===== src/rtl/ptr_pkg.sv =====
// Package: shared widths and the per-cycle operation code of the address pointer.
// Assumes: the block number is the upper field and the offset the lower field.
package ptr_pkg;
    localparam int unsigned PTR_BLK_W_DEF = 3;
    localparam int unsigned PTR_OFS_W_DEF = 7;

    typedef enum logic [1:0] {
        PTR_HOLD = 2'd0,
        PTR_LOAD = 2'd1,
        PTR_STEP = 2'd2
    } ptr_op_e;
endpackage


===== src/rtl/ptr_op_decode.sv =====
// Module: turns the command and byte strobes into one pointer operation.
// Assumes: a load takes priority over a step; read commands never load.
module ptr_op_decode
    import ptr_pkg::*;
(
    input  logic    cmd_valid,
    input  logic    cmd_is_read,
    input  logic    byte_done,
    output ptr_op_e op
);
    // Purpose: choose load, step or hold for this cycle.
    always_comb begin
        if (cmd_valid && !cmd_is_read) begin
            op = PTR_LOAD;
        end else if (byte_done) begin
            op = PTR_STEP;
        end else begin
            op = PTR_HOLD;
        end
    end
endmodule


===== src/rtl/ptr_block_reg.sv =====
// Module: holds the block number; changes only on a load.
// Assumes: synchronous active-low reset to block 0.
module ptr_block_reg
    import ptr_pkg::*;
#(
    parameter int unsigned BLK_W = PTR_BLK_W_DEF
) (
    input  logic             clk,
    input  logic             rst_n,
    input  ptr_op_e          op,
    input  logic [BLK_W-1:0] load_blk,
    output logic [BLK_W-1:0] blk_q
);
    // Purpose: capture the block bits on a load, otherwise keep them.
    always_ff @(posedge clk) begin
        if (!rst_n) begin
            blk_q <= '0;
        end else if (op == PTR_LOAD) begin
            blk_q <= load_blk;
        end
    end
endmodule


===== src/rtl/ptr_offset_ctr.sv =====
// Module: offset counter within a block; wraps modulo 2**OFS_W with no carry out.
// Assumes: synchronous active-low reset to offset 0.
module ptr_offset_ctr
    import ptr_pkg::*;
#(
    parameter int unsigned OFS_W = PTR_OFS_W_DEF
) (
    input  logic             clk,
    input  logic             rst_n,
    input  ptr_op_e          op,
    input  logic [OFS_W-1:0] load_ofs,
    output logic [OFS_W-1:0] ofs_q
);
    localparam logic [OFS_W-1:0] OFS_ONE = OFS_W'(1);

    logic [OFS_W-1:0] ofs_nxt;

    // Purpose: next offset; the add is kept to OFS_W bits so it wraps in place.
    always_comb begin
        unique case (op)
            PTR_LOAD: ofs_nxt = load_ofs;
            PTR_STEP: ofs_nxt = ofs_q + OFS_ONE;
            default:  ofs_nxt = ofs_q;
        endcase
    end

    // Purpose: register the offset.
    always_ff @(posedge clk) begin
        if (!rst_n) begin
            ofs_q <= '0;
        end else begin
            ofs_q <= ofs_nxt;
        end
    end
endmodule


===== src/rtl/blk_addr_ptr.sv =====
// Module: current word address of a block-partitioned memory.
// A write command loads the block and the offset together. Byte strobes
// advance only the offset, so the address stays inside the loaded block.
// Assumes: strobes are single-cycle and synchronous to clk.
module blk_addr_ptr
    import ptr_pkg::*;
#(
    parameter int unsigned BLK_W = PTR_BLK_W_DEF,
    parameter int unsigned OFS_W = PTR_OFS_W_DEF
) (
    input  logic                   clk,
    input  logic                   rst_n,
    input  logic                   cmd_valid,
    input  logic                   cmd_is_read,
    input  logic [BLK_W-1:0]       cmd_block,
    input  logic [OFS_W-1:0]       cmd_word,
    input  logic                   byte_done,
    output logic [BLK_W+OFS_W-1:0] cur_addr
);
    localparam int unsigned ADDR_W = BLK_W + OFS_W;

    ptr_op_e          op;
    logic [BLK_W-1:0] blk_q;
    logic [OFS_W-1:0] ofs_q;

    ptr_op_decode u_dec (
        .cmd_valid   (cmd_valid),
        .cmd_is_read (cmd_is_read),
        .byte_done   (byte_done),
        .op          (op)
    );

    ptr_block_reg #(.BLK_W(BLK_W)) u_blk (
        .clk      (clk),
        .rst_n    (rst_n),
        .op       (op),
        .load_blk (cmd_block),
        .blk_q    (blk_q)
    );

    ptr_offset_ctr #(.OFS_W(OFS_W)) u_ofs (
        .clk      (clk),
        .rst_n    (rst_n),
        .op       (op),
        .load_ofs (cmd_word),
        .ofs_q    (ofs_q)
    );

    // Purpose: put the block above the offset to form the address.
    always_comb begin
        cur_addr = ADDR_W'({blk_q, ofs_q});
    end
endmodule


===== config.mk =====
export PLATFORM = sky130hd
export DESIGN_NAME = blk_addr_ptr
export DESIGN_NICKNAME = d
export VERILOG_FILES = /design/src/rtl/ptr_pkg.sv /design/src/rtl/ptr_op_decode.sv /design/src/rtl/ptr_block_reg.sv /design/src/rtl/ptr_offset_ctr.sv /design/src/rtl/blk_addr_ptr.sv
export SDC_FILE = /design/constraint.sdc
export NUM_CORES = 1
export LEC_CHECK = 0
export BUFFER_PORTS_ARGS = -buffer_cell sky130_fd_sc_hd__buf_4
export CAP_MARGIN = 5
export CORE_AREA = 2 2 39 41
export CTS_CLUSTER_DIAMETER = 30
export DETAILED_ROUTE_END_ITERATION = 6
export DIE_AREA = 0 0 41 43
export SYNTH_ARGS = -nofsm -noshare
export SYNTH_HDL_FRONTEND = slang
export SYNTH_SLANG_ARGS = --single-unit

===== constraint.sdc =====
create_clock -name clk -period 2.9 [get_ports clk]
set_input_delay 0.29 -clock clk [delete_from_list [all_inputs] [get_ports clk]]
set_output_delay 0.29 -clock clk [all_outputs]
set_load 0.02 [all_outputs]

==> metrics.md <==
| Metric | Value |
|---|---|
| Post-CTS Setup Bufs | `0` |
| Fmax | `0.8066 GHz` |
| Reg-to-Reg Start | `u_ofs.ofs_q[0]$_SDFFE_PN0P_` |
| Area growth, synth to finish | `44.44%` |
| WHS Endpoint | `u_blk.blk_q[1]$_SDFFE_PN0N_` |
| Top post-synthesis cells by area | `dfxtp_1, mux2i_1, o21ai_0` |
| Vias in the first global route | `364` |
| Share of post-route cells with drive strength above 1 | `37.33%` |
| Die Height | `43 µm` |
| Post-Route WL | `971 µm` |
| Fillers | `151` |
| CP max FO | `5` |
| Setup WS post-layout | `1660 ps` |
| Worst EP arrival | `1440 ps` |
| Final ANT Viol Nets | `0` |
| Syn Inst Count | `51` |
| Core Box Area | `1384 µm²` |
| Internal reg-to-reg setup slack | `1660 ps` |
| Post-CTS Resized | `0` |
| Status | `finished clean` |
| Final period utilization | `42.75%` |
| Buffers on Ports | `24` |
| Largest net degree at the start of global routing | `18` |
| R2r endpoint | `u_ofs.ofs_q[6]$_SDFFE_PN0P_` |
| Tot GR Track Use | `13.39%` |
| Syn avg cell area | `9.053 µm²` |
| WS Path Type | `reg -> reg` |
| DRC Markers | `0` |
| Crit. End Element | `register` |
| Htree depth | `1` |
| Top delay family on crit path | `flip-flops` |
| Hold Startpoint | `cmd_block[1]` |
| Synth area leader | `dfxtp_1` |
| Clock root cell | `clkbuf_4` |
| Final Max Tran Viols | `0` |
| Worst slack at placement | `1596 ps` |
| Buf+Inv Stages, Crit Path | `0` |
| Clock Latency Late Sink | `260 ps` |
| Yosys top cell area share | `43.36%` |
| Leakage power | `0.3036 nW` |
| # hold bufs at CTS | `0` |
| Num ports | `25` |
| Deepest clock path buffer count | `2` |
| Final hold violation count | `0` |
| CTS tree | `built` |
| Global route overflow | `0` |
| Synth Register Bits | `10` |
| First-pass GRT wire length | `1587 µm` |
| Crit path required time | `3100 ps` |
| Fin Clk Skew | `3.403 ps` |
| # clock sinks | `10` |
| Max stage delay on crit path | `410 ps` |
| CTS clk-pin slew, worst paths | `70 ps` |
| Post-DP Area | `644.4 µm²` |
| Via density per instance | `4.868` |
| Final non-filler cell area | `666.9 µm²` |
| CP startpoint kind | `register` |
| Maximum VDD drop | `0.2346 mV` |
| Initial antenna violation count | `0` |
| Max-Cap Viols | `0` |
| Share of the yosys chip area belonging to registers | `43.36%` |
| Wire length per cell | `10.67 µm` |
| Unrepaired setup endpoints after global routing | `false` |
| Syn nets | `67` |
| Crit-path cells | `ha_1 -> nand3_1 -> or3_1 -> a31oi_1` |
| YS warnings | `0` |
| GPL Wtd Cong | `0.6628` |
| Initial DRC count | `3` |
| Final nets | `93` |
| HPWL Detailed | `749.5 µm` |
| Worst relative slew slack | `61.06%` |
| Syn Std Cell Area | `461.7 µm²` |
| Pre-Repair DR Iteration Count | `4` |
| Post-route minimum period | `1240 ps` |
| Instance count on the critical path | `4` |
| Register area | `200.2 µm²` |
| FF-to-FF path depth | `4` |
| Total Neg Setup Slack | `0 ps` |
| Die area | `1763 µm²` |
| TritonCTS Buffers | `3` |
| Antenna Diode Count | `0` |
| Hold Slack | `258.0 ps` |
| PD cells | `481.4 nW/µm²` |
| Slew @ Worst Pin | `584.2 ps` |
| Setup violations, final | `0` |
| Starting density of the core | `33.36%` |
| Hold crit path type | `in -> reg` |
| Netlist cell types | `19` |
| Crit-path slowest cell | `dfxtp_1` |
| Hold Path Cell Cnt | `3` |
| Vias | `443` |
| Multi-input logic area | `240.2 µm²` |
| Die span in x | `41 µm` |
| Core Rows | `14` |
worst max-delay path by stage:
stage	slack (ps)	to	start
finish	1660	u_ofs.ofs_q[6]$_SDFFE_PN0P_	u_ofs.ofs_q[0]$_SDFFE_PN0P_
global route	1530	u_ofs.ofs_q[6]$_SDFFE_PN0P_	u_ofs.ofs_q[0]$_SDFFE_PN0P_
CTS	1650	u_ofs.ofs_q[6]$_SDFFE_PN0P_	u_ofs.ofs_q[0]$_SDFFE_PN0P_
detailed placement	1600	u_ofs.ofs_q[4]$_SDFFE_PN0P_	cmd_is_read
global placement	1620	u_ofs.ofs_q[5]$_SDFFE_PN0P_	cmd_is_read
floorplan	1580	u_ofs.ofs_q[6]$_SDFFE_PN0P_	u_ofs.ofs_q[0]$_SDFFE_PN0P_
tightest hold or removal path: cells and delay by family:
| kind | cells | cell delay [ps] |
|---|---|---|
| mux | 1 | 50 |
| simple gates | 1 | 70 |
| buf+inv | 1 | 70 |
cell usage after synthesis:
library cell	count
a31oi_1	2
xnor2_1	1
xor2_1	3
nor2_1	6
nand4_1	2
ha_1	1
mux2i_1	4
or3_1	2
o21ai_0	6
buf_4	1
buf_2	2
a21oi_1	2
dfxtp_1	10
a211oi_1	3
nand2_1	1
nand2b_1	1
nand3_2	1
nand3_1	2
inv_1	1
cells by family (layout without fill, tap and decap cells):
kind of cell,count (synthesis),after routing,synth area share (%)
adders and majority gates,1,1,2.710
DFF,10,10,43.36
muxes,4,4,8.672
buffers and inverters,4,28,4.607
and+or+nand+nor,15,15,16.80
AOI/OAI and AO/OA,13,13,16.26
xor gates and xnor gates,4,4,7.589
metal layers:
layer / part of all wire (%) / wire (µm) / track usage, % / up-vias
li1: - / - / - / 234
met2: 43 / 421 / 15.94 / 20
met1: 46 / 442 / 19.81 / 189
met5: 0 / 0 / 0 / -
met3: 11 / 108 / 6.283 / 0
met4: 0 / 0 / 6.000 / 0
cell usage in the layout (no fill, tap or decap):
cell       n
buf_4     24
nor2_1     6
a211oi_1   3
nand2_1    1
inv_1      1
xnor2_1    1
nand3_2    1
or3_1      2
xor2_1     3
dfxtp_1   10
a31oi_1    2
a21oi_1    2
nand3_1    2
mux2i_1    4
nand4_1    2
ha_1       1
clkbuf_4   3
o21ai_0    6
nand2b_1   1
power by group:
group	switching, mW	total, mW	internal [mW]	leakage (nW)
registers	0.0104	0.158	0.147	0.0825
logic	0.0318	0.0673	0.0355	0.207
clock network	0.0481	0.0961	0.0479	0.0138
total	0.0903	0.321	0.231	0.304
layout make-up:
type | instances | area share [%]
clock buffers | 3 | 3.377
inverters | 1 | 0.5629
multi-input cells | 37 | 36.02
flip-flops and latches | 10 | 30.02
well taps | 16 | 3.002
repair buffers | 24 | 27.02
state kept, by name, summed over array words and instances (netlist names):
name / flops
u_ofs.ofs_q: 7
u_blk.blk_q: 3
per-stage QoR:
| step | utilization, % | power, mW | instances |
|---|---|---|---|
| floorplan | - | 0.1960 | 51 |
| global placement | 46.56 | 0.2281 | 88 |
| detailed placement | 46.56 | 0.2288 | 88 |
| CTS | 48.19 | 0.3259 | 91 |
| global route | 48.19 | 0.3403 | 91 |
| finish | 48.19 | 0.3210 | 91 |
(Power assumes the default switching activity.)
